===== src/rtl/memevt_pkg.sv =====
package memevt_pkg;

    typedef enum logic [2:0] {
        CLS_NONE,
        CLS_FILT,
        CLS_UNF,
        CLS_ACC,
        CLS_CYC
    } evt_cls_e;

    localparam int N_FILT = 7;
    localparam int N_UNF  = 8;
    localparam int N_ACC  = 6;
    localparam int LANE_W = 3;
    localparam int CODE_W = 8;

endpackage


===== src/rtl/memevt_decode.sv =====
module memevt_decode
    import memevt_pkg::*;
(
    input  logic [CODE_W-1:0] code,
    output evt_cls_e          cls,
    output logic [LANE_W-1:0] lane
);

    always_comb begin
        cls  = CLS_NONE;
        lane = '0;
        unique case (code)
            8'd1, 8'd2, 8'd3, 8'd4, 8'd5, 8'd6, 8'd7: begin
                cls  = CLS_FILT;
                lane = code[LANE_W-1:0] - 3'd1;
            end
            8'd16:  begin cls = CLS_UNF; lane = 3'd0; end
            8'd17:  begin cls = CLS_UNF; lane = 3'd1; end
            8'd18:  begin cls = CLS_UNF; lane = 3'd2; end
            8'd32:  begin cls = CLS_UNF; lane = 3'd3; end
            8'd48:  begin cls = CLS_UNF; lane = 3'd4; end
            8'd64:  begin cls = CLS_UNF; lane = 3'd5; end
            8'd96:  begin cls = CLS_UNF; lane = 3'd6; end
            8'd97:  begin cls = CLS_UNF; lane = 3'd7; end
            8'd80:  begin cls = CLS_ACC; lane = 3'd0; end
            8'd81:  begin cls = CLS_ACC; lane = 3'd1; end
            8'd82:  begin cls = CLS_ACC; lane = 3'd2; end
            8'd83:  begin cls = CLS_ACC; lane = 3'd3; end
            8'd112: begin cls = CLS_ACC; lane = 3'd4; end
            8'd113: begin cls = CLS_ACC; lane = 3'd5; end
            8'd255: begin cls = CLS_CYC; lane = 3'd0; end
            default: begin cls = CLS_NONE; lane = 3'd0; end
        endcase
    end

    // Filtered lanes stay inside the seven tagged strobes
    always_comb begin
        if (cls == CLS_FILT)
            assert_filt_lane_R3: assert (lane < 3'(N_FILT));
    end

endmodule


===== src/rtl/memevt_slot.sv =====
module memevt_slot
    import memevt_pkg::*;
#(
    parameter int DATA_W  = 32,
    parameter int NUM_SRC = 7,
    parameter int ACC_W   = 8,
    localparam int SRC_W  = $clog2(NUM_SRC)
) (
    input  logic                    clk,
    input  logic                    rst_n,
    input  logic                    en,
    input  logic                    wr_cnt,
    input  logic                    wr_cfg,
    input  logic [DATA_W-1:0]       wdata,
    input  logic [N_FILT-1:0]       fevt_pulse,
    input  logic [N_FILT*SRC_W-1:0] fevt_src,
    input  logic [N_UNF-1:0]        uevt_pulse,
    input  logic [N_ACC*ACC_W-1:0]  acc_val,
    input  logic                    dram_tick,
    output logic [DATA_W-1:0]       cnt,
    output logic [CODE_W-1:0]       cfg_code,
    output logic [NUM_SRC-1:0]      cfg_mask,
    output logic                    ovf
);

    localparam int LANES = 2 ** LANE_W;
    localparam int SRCS  = 2 ** SRC_W;

    evt_cls_e                       cls;
    logic [LANE_W-1:0]              lane;
    logic [LANES-1:0]               fp_pad;
    logic [LANES-1:0][SRC_W-1:0]    src_pad;
    logic [LANES-1:0][ACC_W-1:0]    acc_pad;
    logic [SRCS-1:0]                mask_pad;
    logic [DATA_W-1:0]              inc;
    logic [DATA_W:0]                sum_ext;

    memevt_decode u_dec (
        .code (cfg_code),
        .cls  (cls),
        .lane (lane)
    );

    // Pad every lane group to a full power-of-two so any index is in range
    always_comb begin
        fp_pad   = '0;
        src_pad  = '0;
        acc_pad  = '0;
        mask_pad = '0;
        for (int i = 0; i < N_FILT; i++) begin
            fp_pad[i]  = fevt_pulse[i];
            src_pad[i] = fevt_src[i*SRC_W +: SRC_W];
        end
        for (int i = 0; i < N_ACC; i++)
            acc_pad[i] = acc_val[i*ACC_W +: ACC_W];
        mask_pad[NUM_SRC-1:0] = cfg_mask;
    end

    always_comb begin
        inc = '0;
        unique case (cls)
            CLS_FILT: inc = DATA_W'(fp_pad[lane] & mask_pad[src_pad[lane]]);
            CLS_UNF:  inc = DATA_W'(uevt_pulse[lane]);
            CLS_ACC:  inc = DATA_W'(acc_pad[lane]);
            CLS_CYC:  inc = DATA_W'(dram_tick);
            default:  inc = '0;
        endcase
    end

    assign sum_ext = {1'b0, cnt} + {1'b0, inc};

    always_ff @(posedge clk) begin
        if (!rst_n) begin
            cnt      <= '0;
            ovf      <= 1'b0;
            cfg_code <= '0;
            cfg_mask <= '0;
        end else begin
            if (wr_cfg) begin
                cfg_code <= wdata[CODE_W-1:0];
                cfg_mask <= wdata[CODE_W +: NUM_SRC];
            end
            if (wr_cnt) begin
                cnt <= wdata;
                ovf <= 1'b0;
            end else if (en) begin
                cnt <= sum_ext[DATA_W-1:0];
                if (sum_ext[DATA_W])
                    ovf <= 1'b1;
            end
        end
    end

    // Idle or undefined code keeps the value
    assert_idle_hold_R2: assert property (@(posedge clk) disable iff (!rst_n)
        (cls == CLS_NONE && !wr_cnt) |=> $stable(cnt));

    assert_freeze_R10: assert property (@(posedge clk) disable iff (!rst_n)
        (!en && !wr_cnt) |=> $stable(cnt));

    assert_write_wins_R9: assert property (@(posedge clk) disable iff (!rst_n)
        wr_cnt |=> (cnt == $past(wdata)) && !ovf);

    assert_ovf_sticky_R8: assert property (@(posedge clk) disable iff (!rst_n)
        (ovf && !wr_cnt) |=> ovf);

    assert_unit_step_R3: assert property (@(posedge clk) disable iff (!rst_n)
        (cls == CLS_FILT && en && !wr_cnt) |=> ((cnt - $past(cnt)) <= 1));

    assert_tick_step_R6: assert property (@(posedge clk) disable iff (!rst_n)
        (cls == CLS_CYC && en && !wr_cnt && !dram_tick) |=> $stable(cnt));

endmodule


===== src/rtl/memevt_regif.sv =====
module memevt_regif
    import memevt_pkg::*;
#(
    parameter int NUM_CTR = 6,
    parameter int DATA_W  = 32,
    parameter int ADDR_W  = 5,
    parameter int NUM_SRC = 7,
    localparam int IDX_W  = ADDR_W - 2
) (
    input  logic                    clk,
    input  logic                    rst_n,
    input  logic                    reg_wr,
    input  logic [ADDR_W-1:0]       reg_addr,
    input  logic [DATA_W-1:0]       reg_wdata,
    output logic [DATA_W-1:0]       reg_rdata,
    output logic                    en,
    output logic [NUM_CTR-1:0]      wr_cnt,
    output logic [NUM_CTR-1:0]      wr_cfg,
    input  logic [DATA_W-1:0]       cnt      [NUM_CTR],
    input  logic [CODE_W-1:0]       cfg_code [NUM_CTR],
    input  logic [NUM_SRC-1:0]      cfg_mask [NUM_CTR],
    input  logic [NUM_CTR-1:0]      ovf
);

    localparam logic [ADDR_W-1:0] EN_ADDR = ADDR_W'(NUM_CTR * 4);

    logic [IDX_W-1:0] idx;
    logic [1:0]       fld;

    assign idx = reg_addr[ADDR_W-1:2];
    assign fld = reg_addr[1:0];

    always_comb begin
        for (int i = 0; i < NUM_CTR; i++) begin
            wr_cnt[i] = reg_wr && idx == IDX_W'(i) && fld == 2'd0;
            wr_cfg[i] = reg_wr && idx == IDX_W'(i) && fld == 2'd1;
        end
    end

    always_ff @(posedge clk) begin
        if (!rst_n)
            en <= 1'b0;
        else if (reg_wr && reg_addr == EN_ADDR)
            en <= reg_wdata[0];
    end

    always_comb begin
        reg_rdata = '0;
        if (reg_addr == EN_ADDR)
            reg_rdata = DATA_W'(en);
        for (int i = 0; i < NUM_CTR; i++) begin
            if (idx == IDX_W'(i)) begin
                unique case (fld)
                    2'd0:    reg_rdata = cnt[i];
                    2'd1:    reg_rdata = DATA_W'({cfg_mask[i], cfg_code[i]});
                    2'd2:    reg_rdata = DATA_W'(ovf[i]);
                    default: reg_rdata = '0;
                endcase
            end
        end
    end

    assert_en_write_R10: assert property (@(posedge clk) disable iff (!rst_n)
        (reg_wr && reg_addr == EN_ADDR) |=> en == $past(reg_wdata[0]));

    assert_one_target_R11: assert property (@(posedge clk) disable iff (!rst_n)
        $countones({wr_cnt, wr_cfg}) <= 1);

endmodule


===== src/rtl/memevt_ctr_bank.sv =====
module memevt_ctr_bank
    import memevt_pkg::*;
#(
    parameter int NUM_CTR = 6,
    parameter int DATA_W  = 32,
    parameter int ADDR_W  = 5,
    parameter int NUM_SRC = 7,
    parameter int ACC_W   = 8,
    localparam int SRC_W  = $clog2(NUM_SRC)
) (
    input  logic                    clk,
    input  logic                    rst_n,
    input  logic                    reg_wr,
    input  logic [ADDR_W-1:0]       reg_addr,
    input  logic [DATA_W-1:0]       reg_wdata,
    output logic [DATA_W-1:0]       reg_rdata,
    input  logic [N_FILT-1:0]       fevt_pulse,
    input  logic [N_FILT*SRC_W-1:0] fevt_src,
    input  logic [N_UNF-1:0]        uevt_pulse,
    input  logic [N_ACC*ACC_W-1:0]  acc_val,
    input  logic                    dram_tick
);

    logic                  en;
    logic [NUM_CTR-1:0]    wr_cnt;
    logic [NUM_CTR-1:0]    wr_cfg;
    logic [NUM_CTR-1:0]    ovf;
    logic [DATA_W-1:0]     cnt      [NUM_CTR];
    logic [CODE_W-1:0]     cfg_code [NUM_CTR];
    logic [NUM_SRC-1:0]    cfg_mask [NUM_CTR];

    memevt_regif #(
        .NUM_CTR (NUM_CTR),
        .DATA_W  (DATA_W),
        .ADDR_W  (ADDR_W),
        .NUM_SRC (NUM_SRC)
    ) u_regif (
        .clk       (clk),
        .rst_n     (rst_n),
        .reg_wr    (reg_wr),
        .reg_addr  (reg_addr),
        .reg_wdata (reg_wdata),
        .reg_rdata (reg_rdata),
        .en        (en),
        .wr_cnt    (wr_cnt),
        .wr_cfg    (wr_cfg),
        .cnt       (cnt),
        .cfg_code  (cfg_code),
        .cfg_mask  (cfg_mask),
        .ovf       (ovf)
    );

    for (genvar g = 0; g < NUM_CTR; g++) begin : g_slot
        memevt_slot #(
            .DATA_W  (DATA_W),
            .NUM_SRC (NUM_SRC),
            .ACC_W   (ACC_W)
        ) u_slot (
            .clk        (clk),
            .rst_n      (rst_n),
            .en         (en),
            .wr_cnt     (wr_cnt[g]),
            .wr_cfg     (wr_cfg[g]),
            .wdata      (reg_wdata),
            .fevt_pulse (fevt_pulse),
            .fevt_src   (fevt_src),
            .uevt_pulse (uevt_pulse),
            .acc_val    (acc_val),
            .dram_tick  (dram_tick),
            .cnt        (cnt[g]),
            .cfg_code   (cfg_code[g]),
            .cfg_mask   (cfg_mask[g]),
            .ovf        (ovf[g])
        );
    end

endmodule


===== config.mk =====
export PLATFORM = sky130hd
export DESIGN_NAME = memevt_ctr_bank
export DESIGN_NICKNAME = d
export VERILOG_FILES = /design/src/rtl/memevt_pkg.sv /design/src/rtl/memevt_decode.sv /design/src/rtl/memevt_slot.sv /design/src/rtl/memevt_regif.sv /design/src/rtl/memevt_ctr_bank.sv
export SDC_FILE = /design/constraint.sdc
export NUM_CORES = 2
export LEC_CHECK = 0
export BUFFER_PORTS_ARGS = -buffer_cell sky130_fd_sc_hd__buf_4
export CAP_MARGIN = 20
export CORE_MARGIN = 2
export CORE_UTILIZATION = 35
export DETAILED_ROUTE_END_ITERATION = 7
export GPL_TIMING_DRIVEN = 1
export HOLD_SLACK_MARGIN = 0.1
export PLACE_DENSITY = 0.59
export SYNTH_ARGS = -nofsm -noshare
export SYNTH_HDL_FRONTEND = slang
export SYNTH_SLANG_ARGS = --single-unit

===== constraint.sdc =====
create_clock -name clk -period 6 [get_ports clk]
set_input_delay 0 -clock clk [delete_from_list [all_inputs] [get_ports clk]]
set_output_delay 0 -clock clk [all_outputs]
set_load 0.05 [all_outputs]

# Word level (Yosys, flattened, before mapping)

Index checks and enable logic that the tools add are counted.

Bits in registers: 289
Bits of input ports: 125
Output and inout bits: 32

Reductions and logical operators: 87
$lt $le $gt $ge: 12
Bitwise logic cells: 7
Mux-type cells: 103
Equal/unequal tests: 164
Add/sub/neg operators: 12

Operator list:

| operator           | number |
|---|---|
| $pmux 32 s4        | 6 |
| $mux 32            | 18 |
| $pmux 32 s3        | 6 |
| $eq 8x7->1 const B | 54 |
| $add 32x32->33     | 6 |
| $eq 8x3->1 const B | 24 |
| $bmux 8 s3         | 6 |
| $eq 8x5->1 const B | 18 |
| $pmux 3 s8         | 6 |
| $eq 8x2->1 const B | 12 |
| $eq 8x6->1 const B | 12 |
| $pmux 3 s4         | 6 |
| $reduce_or 2->1    | 36 |
| $bmux 1 s3         | 18 |
| $bmux 3 s3         | 6 |
| $eq 8x1->1 const B | 6 |
| $eq 8x8->1 const B | 6 |
| $lt 3x4->1 const B | 12 |
| $mux 8             | 6 |
| $reduce_or 8->1    | 6 |
| $eq 3x2->1 const B | 14 |
| $reduce_or 7->1    | 6 |
| $reduce_or 6->1    | 6 |
| $eq 3x3->1 const B | 8 |
| other kinds (14)   | 81 |

# Longest topological paths before layout

Depth after elaboration: 12
Mapped depth: 29
Gate-level depth less buffers: 23

# Cells and area by module

A second synthesis with hierarchy kept.

Cell total of the unflattened synthesis: 3023
Area, all modules: 24977.7 um^2

By module, submodules not included:

| module                              | cells an instance | times used | seq. area each (um^2) | area an instance (um^2) |
|---|---|---|---|---|
| memevt_slot at g_slot[2].u_slot ... | 397               | 3          | 960.9                 | 3434.5 |
| memevt_slot at g_slot[0].u_slot ... | 394               | 2          | 960.9                 | 3389.5 |
| memevt_slot at g_slot[5].u_slot     | 373               | 1          | 960.9                 | 3319.4 |
| memevt_regif                        | 371               | 1          | 20.0                  | 2646.3 |
| memevt_decode                       | 50                | 6          | 0.0                   | 321.6 |

# Worst setup path after synthesis

No wires, ideal clock.

Path type: reg2reg
Start point: reg g_slot[1].u_slot.cfg_code[0]
End point: reg g_slot[1].u_slot.cnt[18]
Stages on the path, launching flop included: 26
Period minus slack after synthesis: 5848 ps
Library setup time: 91 ps
Data arrival time: 5757 ps
Path buffers: 2
Setup slack: 152 ps
Cells stage by stage: dfxtp_1 > inv_1 > ha_1 > clkbuf_1 > a2111oi_1 > nor3_1 > or4_1 > clkbuf_1 > or3_1 > a31o_2 > a21boi_0 > a311oi_1 > nand4b_1 > o211ai_1 > ha_1 > inv_1 > fa_1 > nor2b_1 > o21ai_0 > a21boi_0 > o21ai_0 > a21boi_0 > o21ai_1 > a211oi_1 > nand3b_1 > a311oi_1

Longest elaborated chain between the ends: 12

Ends and longest elaborated chain:

| item                                                      | RTL line            | source |
|---|---|---|
| from (decl)                                               | memevt_slot.sv:21   | `output logic [CODE_W-1:0] cfg_code,` |
| from (signal assigned)                                    | memevt_slot.sv:80   | `cfg_code <= wdata[CODE_W-1:0];` |
| $eq 8x1->1 (tied with other cells)                        | memevt_decode.sv:12 | `unique case (code)` |
| $reduce_or 7->1 / $reduce_or 2->1 (equally long branches) | --                  |  |
| $pmux 3 s8                                                | memevt_decode.sv:12 |  |
| $bmux 3 s3                                                | memevt_slot.sv:62   | `CLS_FILT: inc = DATA_W'(fp_pad[lane] & mask_pad[src_pad[lane]]);` |
| $mux 3 (implied by the code)                              | memevt_slot.sv:62   |  |
| $bmux 1 s3                                                | memevt_slot.sv:62   |  |
| $mux 1 (implied by the code)                              | memevt_slot.sv:62   |  |
| $and 1x1->1                                               | memevt_slot.sv:62   |  |
| $pmux 32 s4 *                                             | memevt_slot.sv:61   | `unique case (cls)` |
| $add 32x32->33 *                                          | memevt_slot.sv:70   | `assign sum_ext = {1'b0, cnt} + {1'b0, inc};` |
| $mux 32 *                                                 | memevt_slot.sv:86   | `end else if (en) begin` |
| $mux 32 *                                                 | memevt_slot.sv:83   | `if (wr_cnt) begin` |
| to (signal assigned)                                      | memevt_slot.sv:84   | `cnt <= wdata;` |
| to (signal assigned)                                      | memevt_slot.sv:87   | `cnt <= sum_ext[DATA_W-1:0];` |
| to (decl)                                                 | memevt_slot.sv:20   | `output logic [DATA_W-1:0] cnt,` |

Every way passes the cells marked *; elsewhere a longest branch is shown, timed or not. The select of a mux whose other input is x is not followed.
A chain may end at the register's enable or synchronous reset.

# Worst setup path in the final report

Start point: reg g_slot[1].u_slot.cfg_code[0]
End point: reg g_slot[1].u_slot.cnt[30]

Same word-level chain as after synthesis.

==> flow_summary.ini <==
[synth]
yosysWarnings = 0
ys_seq_elements = 289
syn_area_per_cell_um2 = 7.38
synth_compound_area_share_pct = 25.4
synth-edff-count = 0
synth_async_sr_flop_share_pct = 0
synth_mux_area_share_pct = 14.6
synthXorXnorAreaFrac_pct = 5.49
synth_cell_types = 82
seq_area_frac_synth_pct = 23.7
synth-simple-area-share_pct = 21.0
syn_area_um2 = 24400
synthAdderAreaFrac_pct = 4.18
ys.flop_type = dfxtp_1
synthCells = 3306
synth_top_family_by_area = compound AO/OA/AOI/OAI gates
syn_nets = 3509

[setup_path]
worstPathMaxFanout = 6
r2r_cells = 24
worst_ep_required_time_ns = 6.45
end_kind = flop
critical_path_class = flop to flop
worst-path-stages = 24
worstSetupStartpointType = flop
cp.arrival_ns = 6.19
crit_chain = inv_1 > ha_1 > a2111oi_4 > nor3_1 > or4_1 > or3_1 > a31oi_1 > o21ai_0 > a21oi_1 > a41oi_1 > o211ai_1 > ha_1 > inv_1 > fa_1 > nor2b_2 > o21ai_0 > a21boi_1 > o21ai_0 > a21boi_2 > o21ai_4 > a2111oi_1 > buf_4 > xnor2_1 > a211oi_1
path_common_cell = o21ai_0
path_delay_family = compound AO/OA/AOI/OAI gates
path_buf_inv = 3
cpMaxStageDelayCell = or4_1
slowest_delay_ns = 0.56

[global_routing]
antenna_found_initial = 3
grt_usage_pct = 28.1
use_met3_pct = 4.31
grt.overflow.total = 0
grt_pass1_vias = 23900
grt-busiest-layer = met2
grt_pass1_wl_mm = 154
grt_start_max_net_pins = 94
grt_use_met1_pct = 38.5
use_met2_pct = 43.4

[sta]
finalSetupViolCount = 0
skew_ns = 0.0187
fmax_mhz = 174
relSlewSlack_pct = 34.3
post-route-period-util_pct = 95.5
slew_viol_final = 0
tightest_slew_ns = 0.982
min_period_ns = 5.73
worst_slack_ns = 0.268
hold_viol = 0

[die]
die_h_um = 268
rows = 96
dieArea_um2 = 71900
start_util_pct = 35.5
ios = 157
core_area_um2 = 68800
die_w_um = 268

[power]
p_switching_uw = 1410
clkPwrFrac_pct = 44.1
p_sw_share_pct = 28.7
power_density_nw_per_um2 = 171
p_comb_share_pct = 16.0
p_int_uw = 3510
seq_power_share_pct = 40.0
power_leakage_uw = 0.0107
peakVddDrop_mv = 0.173

[finish]
syn2layout_area_growth_pct = 18.1
fin_area_um2 = 28800
multi_input_area_um2 = 17700
drive_gt1_share_pct = 15.0
nets = 3631
stdcell_count = 4381
register_area_um2 = 5790
fill_cells = 7121

[routing]
wl_per_cell_um = 23.8
drc_errors = 0
firstDrtPassIters = 8
routed_via_density = 5.99
via_count = 26200
first_iter_violations = 2899
ant_nets = 0
drt-total-wl_mm = 104

[clock_tree]
cts_htree_levels = 2
clkLatencyLatePin_ns = 0.56
root_buffer = clkbuf_16
numCtsBuffers = 35
cts_sinks = 289
cts_tree = built
clkTransAtPathRegs_ns = 0.06
cts.path.max_buffers = 3

[place]
postPlaceCellArea_um2 = 26900
io_buffers = 156
place_inst = 4270
dp_hpwl_mm = 74.8
pre_cts_ws_ns = -0.158
gp_congestion = 0.995

[worst_hold_path]
hold_path_class = primary input to flop
hold_depth = 6

[job]
cap_violations = 0

[status]
status = completed
==> flip-flops by register name, indices dropped and copies added (netlist names) <==
name                    cells
g_slot.u_slot.cnt         192
u_regif.en                  1
g_slot.u_slot.cfg_code     48
g_slot.u_slot.cfg_mask     42
g_slot.u_slot.ovf           6
==> through the flow <==
stage	TNS, ns	power [uW]	util (%)	hold slack [ns]
6_report	0	4920	41.9	0.139
5_1_grt	-0.222	5060	41.9	0.184
4_1_cts	0	4910	41.3	0.208
3_5_place_dp	-1.42	2740	39.1	0.369
3_3_place_gp	-0.712	2740	39.1	0.367
2_1_floorplan	0	2400	-	0.144
==> power by group through the flow <==
stage / registers, uW / clock network, uW / logic [uW]
finish: 1970 / 2170 / 786
global route: 1970 / 2270 / 824
CTS: 1970 / 2190 / 753
detailed placement: 2010 / 0 / 729
global placement: 2010 / 0 / 730
floorplan: 2000 / 0 / 402
==> cell usage after synthesis, types with 13 or more instances <==
library cell | instances | area (um2)
buf_2 | 23 | 115
a2111oi_0 | 37 | 324
xnor2_1 | 120 | 1050
nand4_1 | 40 | 250
mux2_2 | 47 | 529
nand2_1 | 405 | 1520
inv_1 | 101 | 379
a21boi_0 | 14 | 105
nor2b_1 | 34 | 213
o221ai_1 | 16 | 140
nand3_1 | 90 | 450
a22oi_1 | 23 | 173
buf_1 | 24 | 90.1
o22ai_1 | 49 | 307
a21o_1 | 17 | 128
dfxtp_1 | 289 | 5790
and2_1 | 34 | 213
nor2_1 | 321 | 1200
o211ai_1 | 15 | 113
xor2_1 | 33 | 289
a21oi_1 | 312 | 1560
o21ai_0 | 197 | 986
or3_1 | 13 | 81.3
and3_1 | 37 | 231
ha_1 | 72 | 901
a211oi_1 | 121 | 908
and4_1 | 15 | 131
clkbuf_1 | 207 | 777
nand3b_1 | 15 | 113
o22a_1 | 13 | 114
nor3_1 | 52 | 260
a31oi_1 | 45 | 282
mux4_2 | 15 | 338
mux2i_1 | 270 | 2700
==> per-layer routing <==
| layer | vias to the layer above | share of wire (%) | wire length [um] |
|---|---|---|---|
| met1 | 12400 | 43 | 45300 |
| met2 | 1285 | 43 | 45000 |
| met5 | - | 0.023 | 24 |
| met3 | 280 | 8.6 | 9000 |
| li1 | 12300 | - | - |
| met4 | 4 | 4.9 | 5090 |
==> worst min-delay path, delay by kind of cell <==
kind	cells	cell delay, ns
AND/OR/NAND/NOR	4	0.37
AO/OA/AOI/OAI	1	0.05
buffers and inverters	1	0.21
==> logic make-up after synthesis <==
family | Yosys count
xor+xnor | 153
mux | 332
buf+inv | 360
compound gates | 979
flops | 289
fa+ha+maj | 78
simple gates | 1115
==> final cells by class <==
class | instances | share of cell area (%)
clock inverters | 7 | 0.295
diodes | 3 | 0.0260
flip-flops and latches | 289 | 20.1
multi-input cells | 2659 | 61.3
well taps | 931 | 4.04
inverters | 106 | 1.40
clock buffers | 49 | 3.61
repair buffers | 337 | 9.22
==> timing repair <==
| action | in CTS | in global routing |
|---|---|---|
| setup endpoints to repair | 33 | 87 |
| buffers inserted | 3 | 8 |
| gates resized for setup | 7 | 99 |
| hold buffers | 36 | 0 |
| hold endpoints to repair | 285 | 0 |
| pin swaps | 1 | 11 |
| cloned | 0 | 3 |
==> cell usage in the layout, fill, tap and decap left out, types with 88 or more instances in the layout <==
cell type,count
dfxtp_1,284
a21oi_1,307
nor2_1,320
nand2_1,405
a211oi_1,114
mux2i_1,268
o21ai_0,192
buf_4,298
nand3_1,88
xnor2_1,120
inv_1,101
==> worst paths after layout <==
kind	to	slack [ns]	from
min	g_slot[4].u_slot.cfg_mask[2]	0.14	reg_addr[1]
min reg2reg	g_slot[4].u_slot.cfg_mask[1]	0.47	g_slot[4].u_slot.cfg_mask[1]
max	g_slot[1].u_slot.cnt[30]	0.27	g_slot[1].u_slot.cfg_code[0]
max reg2reg	g_slot[1].u_slot.cnt[30]	0.27	g_slot[1].u_slot.cfg_code[0]
No activity file was read; power rests on OpenSTA's default activity.
